## config.mk

```make
export PLATFORM = sky130hd
export DESIGN_NAME = oc_monitor
export DESIGN_NICKNAME = d
export VERILOG_FILES = /design/src/rtl/oc_pkg.sv /design/src/rtl/oc_chan_cmp.sv /design/src/rtl/oc_status.sv /design/src/rtl/oc_capture_bank.sv /design/src/rtl/oc_monitor.sv
export SDC_FILE = /design/constraint.sdc
export NUM_CORES = 1
export LEC_CHECK = 0
export BUFFER_PORTS_ARGS = -buffer_cell sky130_fd_sc_hd__buf_4
export CAP_MARGIN = 20
export CORE_MARGIN = 2
export CORE_UTILIZATION = 50
export CTS_BUF_LIST = sky130_fd_sc_hd__clkbuf_4
export DETAILED_ROUTE_END_ITERATION = 8
export PLACE_DENSITY = 0.86
export REMOVE_ABC_BUFFERS = 1
export SYNTH_ARGS = -nofsm -noshare
export SYNTH_HDL_FRONTEND = slang
export SYNTH_HIERARCHICAL = 1
export SYNTH_SLANG_ARGS = --single-unit
```

## constraint.sdc

```tcl
create_clock -name clk_i -period 1 [get_ports clk_i]
set_input_delay 0.2 -clock clk_i [delete_from_list [all_inputs] [get_ports clk_i]]
set_output_delay 0.2 -clock clk_i [all_outputs]
set_load 0.03 [all_outputs]
```

## src/rtl/oc_pkg.sv

```systemverilog
package oc_pkg;
    localparam int unsigned OC_NCH   = 4;
    localparam int unsigned OC_RMS_W = 24;
    localparam int unsigned OC_SHIFT = 5;
endpackage

```

## src/rtl/oc_chan_cmp.sv

```systemverilog
module oc_chan_cmp #(
    parameter int unsigned RMS_W = oc_pkg::OC_RMS_W
) (
    input  logic [RMS_W-1:0] rms_i,
    input  logic [RMS_W-1:0] thr_i,
    input  logic             en_i,
    input  logic             vld_i,
    output logic             hit_o
);
    // strictly above the limit, only on an enabled channel during a strobe
    assign hit_o = vld_i & en_i & (rms_i > thr_i);
endmodule

```

## src/rtl/oc_status.sv

```systemverilog
module oc_status #(
    parameter int unsigned NCH = oc_pkg::OC_NCH
) (
    input  logic           clk_i,
    input  logic           rst_ni,
    input  logic [NCH-1:0] hit_i,
    input  logic [NCH-1:0] clr_phase_i,
    input  logic           clr_flag_i,
    input  logic           irq_en_i,
    output logic           oc_flag_o,
    output logic [NCH-1:0] oc_phase_o,
    output logic           irq_o
);
    typedef struct packed {
        logic           flag;
        logic [NCH-1:0] phase;
    } st_t;

    st_t st_d, st_q;

    always_comb begin
        st_d = st_q;
        // a fresh trip wins over a clear at the same edge
        st_d.phase = (st_q.phase & ~clr_phase_i) | hit_i;
        st_d.flag  = (st_q.flag & ~clr_flag_i) | (|hit_i);
    end

    always_ff @(posedge clk_i or negedge rst_ni) begin
        if (!rst_ni) st_q <= '0;
        else         st_q <= st_d;
    end

    assign oc_flag_o  = st_q.flag;
    assign oc_phase_o = st_q.phase;
    assign irq_o      = irq_en_i & st_q.flag;
endmodule

```

## src/rtl/oc_capture_bank.sv

```systemverilog
module oc_capture_bank #(
    parameter int unsigned NCH   = oc_pkg::OC_NCH,
    parameter int unsigned RMS_W = oc_pkg::OC_RMS_W
) (
    input  logic                 clk_i,
    input  logic                 rst_ni,
    input  logic [NCH-1:0]       hit_i,
    input  logic [NCH*RMS_W-1:0] rms_i,
    output logic [NCH*RMS_W-1:0] cap_o
);
    typedef struct packed {
        logic [NCH-1:0][RMS_W-1:0] cap;
    } cap_t;

    cap_t cap_d, cap_q;

    always_comb begin
        cap_d = cap_q;
        for (int i = 0; i < NCH; i++) begin
            if (hit_i[i]) cap_d.cap[i] = rms_i[i*RMS_W +: RMS_W];
        end
    end

    always_ff @(posedge clk_i or negedge rst_ni) begin
        if (!rst_ni) cap_q <= '0;
        else         cap_q <= cap_d;
    end

    assign cap_o = cap_q.cap;
endmodule

```

## src/rtl/oc_monitor.sv

```systemverilog
module oc_monitor #(
    parameter int unsigned NCH   = oc_pkg::OC_NCH,
    parameter int unsigned RMS_W = oc_pkg::OC_RMS_W,
    parameter int unsigned SHIFT = oc_pkg::OC_SHIFT,
    localparam int unsigned LIM_W = RMS_W + SHIFT
) (
    input  logic                 clk_i,
    input  logic                 rst_ni,
    input  logic                 upd_vld_i,
    input  logic [NCH*RMS_W-1:0] rms_i,
    input  logic [NCH-1:0]       ch_en_i,
    input  logic [LIM_W-1:0]     lim_i,
    input  logic                 irq_en_i,
    input  logic [NCH-1:0]       clr_phase_i,
    input  logic                 clr_flag_i,
    output logic                 oc_flag_o,
    output logic [NCH-1:0]       oc_phase_o,
    output logic [NCH*RMS_W-1:0] cap_o,
    output logic                 irq_o
);
    logic [RMS_W-1:0] thr;
    logic [NCH-1:0]   hit;

    // scale the full-scale limit into the half-cycle RMS domain
    assign thr = lim_i[LIM_W-1:SHIFT];

    for (genvar g = 0; g < NCH; g++) begin : g_cmp
        oc_chan_cmp #(.RMS_W(RMS_W)) u_cmp (
            .rms_i (rms_i[g*RMS_W +: RMS_W]),
            .thr_i (thr),
            .en_i  (ch_en_i[g]),
            .vld_i (upd_vld_i),
            .hit_o (hit[g])
        );
    end

    oc_status #(.NCH(NCH)) u_status (
        .clk_i       (clk_i),
        .rst_ni      (rst_ni),
        .hit_i       (hit),
        .clr_phase_i (clr_phase_i),
        .clr_flag_i  (clr_flag_i),
        .irq_en_i    (irq_en_i),
        .oc_flag_o   (oc_flag_o),
        .oc_phase_o  (oc_phase_o),
        .irq_o       (irq_o)
    );

    oc_capture_bank #(.NCH(NCH), .RMS_W(RMS_W)) u_cap (
        .clk_i  (clk_i),
        .rst_ni (rst_ni),
        .hit_i  (hit),
        .rms_i  (rms_i),
        .cap_o  (cap_o)
    );
endmodule

```

* After elaboration in Yosys (flattened, before gate mapping)
Index checks and enable logic that the tools add are counted.
** Word-level totals
- Bits in registers :: 101
- Input port bits :: 138
- Output and inout bits :: 102
** Operators by class
- Magnitude comparators :: 4
- Bitwise logic cells :: 15
- Reductions and logical operators :: 1
** Operators by type and width (number)
- greater-than comparator 24 bit :: 4
- bitwise AND 1 bit :: 10
- bitwise AND 4 bit :: 1
- inverter 4 bit :: 1
- bitwise OR 4 bit :: 1
- OR reduction 4 bit :: 1
- inverter 1 bit :: 1
- bitwise OR 1 bit :: 1

* Depth between registers and ports, before layout
Gate-level depths: netlist of the first run.
- Depth after elaboration :: 4
- Depth in mapped cells :: 10
- Mapped depth without buffers :: 9

* Hierarchy
Netlist of the first run, hierarchy kept.
** Modules (own cells, without submodules)
- oc_capture_bank :: instances 1, cells each 204, area each 3988.8 um^2
- oc_chan_cmp :: instances 4, cells each 86, area each 621.8 um^2
- oc_status :: instances 1, cells each 17, area each 192.7 um^2

* Least setup slack after synthesis of the first run
No wires, ideal clock.
- Kind :: input-to-reg
- Start point :: input lim_i[27]
- End point :: register u_cap.cap_q, in the netlist u_cap/cap_o[75]
- Setup time :: 0.125 ns
- Arrival :: 1.970 ns
- Required time :: 0.875 ns
- Slack :: -1.095 ns
- Cell stages on the path :: 9
- Path buffers :: 2
- Cell sequence :: inv_1 -> ha_1 -> nand4_2 -> nor4_4 -> o311ai_1 -> a31oi_1 -> buf_6 -> buf_12 -> mux2_4
** Between the ends
- Longest elaborated chain between the ends :: 2
** RTL lines
- from (decl) :: RTL line oc_monitor.sv:12 : input logic [LIM_W-1:0] lim_i,
- greater-than comparator 24 bit :: RTL line oc_chan_cmp.sv:11 : assign hit_o = vld_i & en_i & (rms_i > thr_i);
- bitwise AND 1 bit :: RTL line oc_chan_cmp.sv:11
- via hit[3] :: RTL line oc_monitor.sv:22 : logic [NCH-1:0] hit;
- to (signal assigned) :: RTL line oc_capture_bank.sv:26 : else cap_q <= cap_d;
- to (decl) :: RTL line oc_capture_bank.sv:15 : cap_t cap_d, cap_q;
The timed path passes the listed nets, and every way through them passes these cells.
A chain may end at the register's enable or synchronous reset.

* Worst setup path in the final report of the first run
- Start point :: input lim_i[16]
- End point :: register u_cap.cap_q, in the netlist u_cap/cap_o[88]
The elaborated chain is that of the path after synthesis.

==> results of run 1 <==
sequential cells by signal, summed over array words and instances (netlist names):
signal               cells
u_cap/cap_o             96
u_status/oc_phase_o      4
u_status/oc_flag_o       1
cell usage after synthesis (all sizes together):
cell type | number | area share, %
a21boi | 4 | 0.45
a21o | 8 | 0.92
a21oi | 44 | 3.3
a221oi | 4 | 0.53
a31oi | 4 | 0.38
and2 | 1 | 0.094
buf | 12 | 3.1
dfrtp | 101 | 38
ha | 96 | 18
inv | 101 | 5.7
mux2 | 96 | 21
nand2 | 20 | 1.1
nand3 | 20 | 1.5
nand4 | 16 | 2.3
nor2 | 12 | 0.68
nor2b | 4 | 0.38
nor4 | 5 | 1.4
o211ai | 4 | 0.45
o21ai | 9 | 0.68
o311ai | 4 | 0.53
worst register-to-register path, delay by kind of cell (launching register included):
| family | cells | cell delay [ns] |
|---|---|---|
| multiplexers | 1 | 0.28 |
| flip-flops | 1 | 0.47 |
| buffers and inverters | 2 | 0.29 |
where the power goes:
group          internal, mW  switching, mW
Sequential             5.18           1.14
Clock                 0.553           1.78
Combinational          6.51           6.11
timing repair:
item / CTS / global route
pin swaps: 38 / 46
gates cloned: 7 / 1
endpoints found under the setup margin: 203 / 203
endpoints found under the hold margin: 197 / 0
buffers inserted: 62 / 65
hold buffers: 97 / 0
gates resized for setup: 224 / 96
worst paths after layout:
path	startpoint	end	slack (ns)	depth (start not counted)
max	lim_i[16]	u_cap/cap_o[88]	-1.52	10
min	rms_i[12]	u_cap/cap_o[12]	0.02	3
max reg2reg	u_cap/cap_o[77]	u_cap/cap_o[77]	-0.13	3
min reg2reg	u_status/oc_phase_o[1]	u_status/oc_phase_o[1]	0.53	1
max in group asynchronous	rst_ni	u_cap/cap_o[80]	0.39	3
min in group asynchronous	rst_ni	u_cap/cap_o[20]	0.11	2
per-layer routing:
layer  share of wire (%)  global-route usage, %
met5                   0                      0
met4                  12                  27.21
met3                  14                  13.36
met2                  43                  72.89
met1                  30                  46.91
logic make-up (layout without fill, tap and decap cells):
group,after synthesis,count (layout),share of synthesized area (%)
buffers and inverters,113,626,8.762
AOI/OAI and AO/OA,81,81,7.223
and+or+nand+nor,78,78,7.392
adders and majority gates,96,96,18.01
DFF,101,101,37.90
muxes,96,96,20.71
layout make-up:
type                    count  area (um2)  share of cell area (%)
inverters                 101       434.2                   3.433
clock inverters             7       58.81                  0.4650
repair buffers            509        4906                   38.79
well taps                 176       220.2                   1.741
multi-input cells         351        4432                   35.04
clock buffers               9       67.56                  0.5343
flip-flops and latches    101        2527                   19.99
stage by stage:
step           power, mW  util (%)
2_1_floorplan      10.44         -
3_5_place_dp       13.74     68.15
5_1_grt            21.53     96.26
3_3_place_gp       13.50     68.15
6_report           21.27     96.26
4_1_cts            18.48     89.95
cell usage in the layout, fill, tap and decap left out, types with 3 or more instances in the layout:
| master | n |
|---|---|
| buf_8 | 5 |
| buf_12 | 18 |
| clkinv_4 | 3 |
| dlygate4sd3_1 | 97 |
| mux2_4 | 94 |
| dfrtp_1 | 101 |
| o21ai_0 | 4 |
| nand4_4 | 8 |
| nand3_1 | 15 |
| o21ai_1 | 4 |
| nand4_1 | 8 |
| buf_4 | 260 |
| nor2_1 | 10 |
| buf_6 | 123 |
| nand2_2 | 7 |
| inv_2 | 11 |
| nand3_2 | 5 |
| inv_1 | 74 |
| a221oi_2 | 3 |
| a21oi_1 | 31 |
| nand2_1 | 13 |
| o211ai_1 | 4 |
| a31oi_4 | 4 |
| ha_1 | 58 |
| ha_4 | 38 |
| o311ai_2 | 3 |
| a21boi_0 | 4 |
| a21oi_2 | 12 |
| nor4_4 | 5 |
| buf_16 | 5 |
| inv_4 | 11 |
| a21o_1 | 7 |
| inv_6 | 6 |
| clkbuf_4 | 9 |
==> results by group, run 1 <==
Timing
  • Max Fclk: roughly 0.40 GHz
  • Final Setup Violations: 203
  • Hold WS: 0.01945 ns
  • Setup TNS: -145.67 ns
  • Minimum clock period: 2.524 ns
  • Clock Skews: 0 ns
  • Final Max Tran Viols: 0
  • Slew margin rel.: about 16%
  • Final period util: 252.4%
  • Slew @ Worst Pin: 1.254 ns
  • Final worst slack: -1.524 ns
  • RSZ-0062 raised after global routing: yes
  • Final hold viol count: 0

Pwr
  • Peak supply drop: between 0.001 and 0.0015 V
  • Power Dens Cells: 1682 nW/um2
  • Leakage: around 6.2 nW

Outcome
  • Failing checks: negative setup slack
  • Status: complete, but fails checks

Floorplan
  • Starting Density: between 50% and 60%
  • Die width: ~120 um
  • Num ports: 240
  • Die H: approximately 120 um
  • # rows: between 40 and 50
  • Core box area: 13140 um2
  • Total Die Area: roughly 14000 um2

Synth
  • Number of distinct library cells after synthesis: 26
  • Post-Syn Area per Cell: about 12 um2
  • Flops & latches, synth: approximately 100
  • Sequential cell area fraction in the yosys report: between 30% and 40%
  • Yosys warnings: 6
  • Cell area after synthesis: ~6700 um2
  • Cells after synthesis: approximately 570

Hold path
  • Worst Hold Class: in2reg

Clocking
  • TritonCTS clock tree: done
  • CTS Buffer Depth: 2
  • Clock Tree Root: clkbuf_4
  • Num CTS Buffers: 9
  • Clock-pin slew on the worst setup and hold paths: 0.19 ns
  • H-tree depth: 3
  • CTS sink cnt: 101
  • Worst skew pair latency: a little over 0.5 ns

Layout
  • Fin nets: ~1300
  • Area Overhead vs Synth: 89.63%
  • Post-route cell area: approximately 13000 um2
  • Antenna cells: 0
  • Filler cell count: 250
  • Layout cells sized above 1: about three fifths
  • Final Non-Filler Cells: 1254

Worst setup path
  • Worst Path Buf+Inv: 4
  • Top delay family on crit path: compound AO/OA/AOI/OAI gates
  • CP dominant cell by count: buf_4
  • Slowest stage cell, crit path: o21ai_0
  • Worst-path fanout max: 6
  • Critical path's largest stage delay: slightly below 1 ns
  • Worst Path Required: roughly 1.4 ns
  • Crit end category: register
  • Worst Path Class, Setup: in2reg
  • Startpoint Class: input pin
  • Crit-path cells: buf_4 -> inv_1 -> ha_1 -> nand2_1 -> o21ai_0 -> a21oi_2 -> a31oi_4 -> buf_12 -> buf_4 -> mux2_4
  • Arr. time, crit path: ~3.0 ns

Route
  • WL/cell: about 33 um
  • DRT Pass-1 Iters: 6
  • DR vias/cell: 6.586
  • Detail Route Antenna Nets: 0
  • Initial DRC Count: approximately 1400
  • Routed via count: 8259
  • Total Wirelength: between 40 and 50 mm
  • Post-route DRC: 0

Place
  • Placed Area: 8954 um2
  • PortBufs: 234
  • DP Worst Slack: -1.541 ns
  • Placed Cells: 1010
  • Dpl hpwl: about 16 mm
  • Routability cong.: 0.8116

Run
  • Max-Cap Viols: 0

Global routing
  • First-pass GRT wire length: around 46 mm
  • Number of global-route vias before repair: approximately 7800
  • GR Overflow Total: 0
  • Largest net degree at the start of global routing: 34
  • Initial antenna violation count: 1
  • Total GRT Usage: 43.09%
Power figures use the tool's default switching activity.
==> inputs of run 2 (changes only) <==
==> constraint.sdc (replaced) <==
create_clock -name clk_i -period 1 [get_ports clk_i]
set_input_delay 0 -clock clk_i [delete_from_list [all_inputs] [get_ports clk_i]]
set_output_delay 0 -clock clk_i [all_outputs]
set_load 0.03 [all_outputs]
==> run 2 against run 1 <==
Net effect:
- the flow still finishes with violations (negative setup slack)
- critical endpoint is now u_cap/cap_o[64]
- sequential cell count unchanged
- count of clock-buffer cells in the layout is 2 higher
- clock power up 6%
- worst setup slack improved by 0.45 ns
- largest cell class unchanged
==> results by group, run 2 (synthesis gave the netlist of run 1 again) <==
Outcome
  • Status: complete, but fails checks
  • Failing checks: negative setup slack

Hold path
  • Worst Hold Class: in2reg
  • Hold Startpoint: ch_en_i[0]
  • Worst hold stages: 5 (+2)

Route
  • Detail Route Antenna Nets: 0 (unchanged)
  • DRT Pass-1 Iters: 6 (unchanged)
  • Routed via count: 8315 (+0.68%)
  • WL/cell: 33.92 um (+1.4%)
  • Total Wirelength: 42.47 mm (+1.3%)
  • Initial DRC Count: 1217 (-15%)
  • Post-route DRC: 0 (unchanged)
  • DR vias/cell: 6.641 (+0.84%)

Timing
  • Final worst slack: -1.073 ns (+0.4515 ns)
  • Hold WS: 0.04498 ns (+0.02553 ns)
  • Minimum clock period: 2.073 ns (-0.4515 ns)
  • Final Setup Violations: 203 (unchanged)
  • Slew margin rel.: 33.65% (+18 points)
  • RSZ-0062 raised after global routing: yes
  • Clock Skews: 0 ns (unchanged)
  • Slew @ Worst Pin: 0.9849 ns (-0.2686 ns)
  • Max Fclk: 0.4825 GHz (+22%)
  • Final Max Tran Viols: 0 (unchanged)
  • Final period util: 207.3% (-45 points)
  • Final hold viol count: 0 (unchanged)

Layout
  • Filler cell count: 239 (-4.4%)
  • Final Non-Filler Cells: 1252 (-0.16%)
  • Commonest non-fill, non-tap cell in the layout: buf_4
  • Fin nets: 1304 (-0.23%)
  • Layout cells sized above 1: 59.12% (-0.71 points)
  • Reg area: 2527 um2 (unchanged)
  • Multi-input gate area: 4512 um2 (+1.8%)
  • Max reg flops: 96 (unchanged)
  • Area Overhead vs Synth: 90.07%
  • Post-route cell area: 12680 um2 (+0.24%)
  • Most frequent cells in the layout: 249 x buf_4, 126 x buf_6, 104 x dlygate4sd3_1

Clocking
  • Clock-pin slew on the worst setup and hold paths: 0.18 ns (about the same)
  • Clock Tree Root: clkbuf_4
  • TritonCTS clock tree: done
  • Num CTS Buffers: 9 (unchanged)
  • CTS Buffer Depth: 2 (unchanged)
  • H-tree depth: 3 (unchanged)
  • CTS sink cnt: 101 (unchanged)
  • Worst skew pair latency: 0.55 ns (+0.04 ns)

Global routing
  • Total GRT Usage: 45.21% (+2.1 points)
  • Number of global-route vias before repair: 7913 (+1.9%)
  • Initial antenna violation count: 3 (+2)
  • GR Overflow Total: 0 (unchanged)
  • Largest net degree at the start of global routing: 42 (+24%)
  • First-pass GRT wire length: 47.68 mm (+3.8%)

Place
  • Dpl hpwl: 15.43 mm (-1.1%)
  • Placed Cells: 1003 (-0.69%)
  • DP Worst Slack: -1.372 ns (+0.1692 ns)
  • Routability cong.: 0.7954 (-2.0%)
  • Placed Area: 8914 um2 (-0.45%)
  • PortBufs: 234 (unchanged)

Floorplan
  • Die width: 119.5 um (unchanged)
  • # rows: 42 (unchanged)
  • Total Die Area: 14280 um2 (unchanged)
  • Core box area: 13140 um2 (unchanged)
  • Num ports: 240 (unchanged)
  • Die H: 119.5 um (unchanged)
  • Starting Density: 50.76% (unchanged)

Worst setup path
  • Worst Path Class, Setup: in2reg
  • Arr. time, crit path: 2.51 ns (-0.45 ns)
  • Reg2reg start: u_cap/cap_o[84]
  • Crit path from: lim_i[15]
  • Worst-path fanout max: 7 (+1)
  • Worst Reg-to-Reg Cells: 3 (unchanged)
  • Crit end category: register
  • Startpoint Class: input pin
  • Worst Path Required: 1.44 ns (about the same)

Pwr
  • Peak supply drop: 0.001384 V (-0.75%)
  • Power Dens Cells: 1700 nW/um2 (+1.1%)
  • Leakage: 6.232 nW (-0.23%)

Run
  • Max-Cap Viols: 0 (unchanged)
-- run 2: changes by cell type in the layout (fill, tap and decap cells not counted), sizes merged --
cell	before	now
clkinvlp	0	2
inv	104	101
buf	411	400
clkbuf	10	12
diode	0	2
bufinv	0	1
dlygate4sd3	97	104
clkinv	4	1
dlymetal6s4s	0	1
-- run 2: repair_timing --
action                                  CTS  global route
endpoints found under the hold margin   202             0
gates cloned                              6             1
endpoints found under the setup margin  203           216
hold buffers                            105             0
gates resized for setup                 282            48
pin swaps                                44            30
buffers inserted                         72            54
-- run 2: layout make-up --
cell class / count / share of cell area, %
repair buffers: 506 / 38.28
flip-flops and latches: 101 / 19.94
diodes: 2 / 0.03948
inverters: 101 / 3.366
well taps: 176 / 1.737
multi-input cells: 351 / 35.59
clock inverters: 4 / 0.3948
clock buffers: 11 / 0.6515
-- run 2: layer usage --
metal | up-vias | GRT usage (%) | part of all wire [%]
li1 | 2975 | - | -
met4 | 0 | 28.82 | 13
met5 | - | 0 | 0
met3 | 437 | 12.60 | 14
met2 | 1076 | 76.04 | 42
met1 | 3827 | 50.43 | 31
-- run 2: path summary, 6_finish.rpt --
path | slack (ns) | to
worst max-delay path | -1.07 | u_cap/cap_o[64]
worst min-delay path | 0.04 | u_cap/cap_o[5]
worst max register to register | -0.14 | u_cap/cap_o[84]
worst min register to register | 0.56 | u_status/oc_phase_o[0]
max in group asynchronous | 0.07 | u_cap/cap_o[3]
min in group asynchronous | 0.19 | u_cap/cap_o[17]
-- run 2: critical path, cell delays in order --
cell and delay (ns):
buf_4 0.14, inv_1 0.13, ha_1 0.32, nand2_1 0.09, o21ai_0 0.79, a21oi_2 0.18, a31oi_4 0.21, buf_6 0.16
buf_12 0.15, mux2_4 0.32
-- run 2: metrics by stage --
step	power (mW)	TNS, ns	util (%)
2_1_floorplan	10.44	-233.50	-
3_3_place_gp	13.47	-109.88	67.85
4_1_cts	18.74	-57.37	92.42
5_1_grt	21.84	-95.46	96.49
6_report	21.55	-97.11	96.49
3_5_place_dp	13.71	-113.08	67.85
-- run 2: power by group --
| part | internal [mW] | switching (mW) | leakage [nW] |
|---|---|---|---|
| clock | 0.799 | 1.69 | 0.0690 |
| combinational | 6.55 | 6.15 | 4.96 |
| sequential | 5.18 | 1.17 | 1.20 |
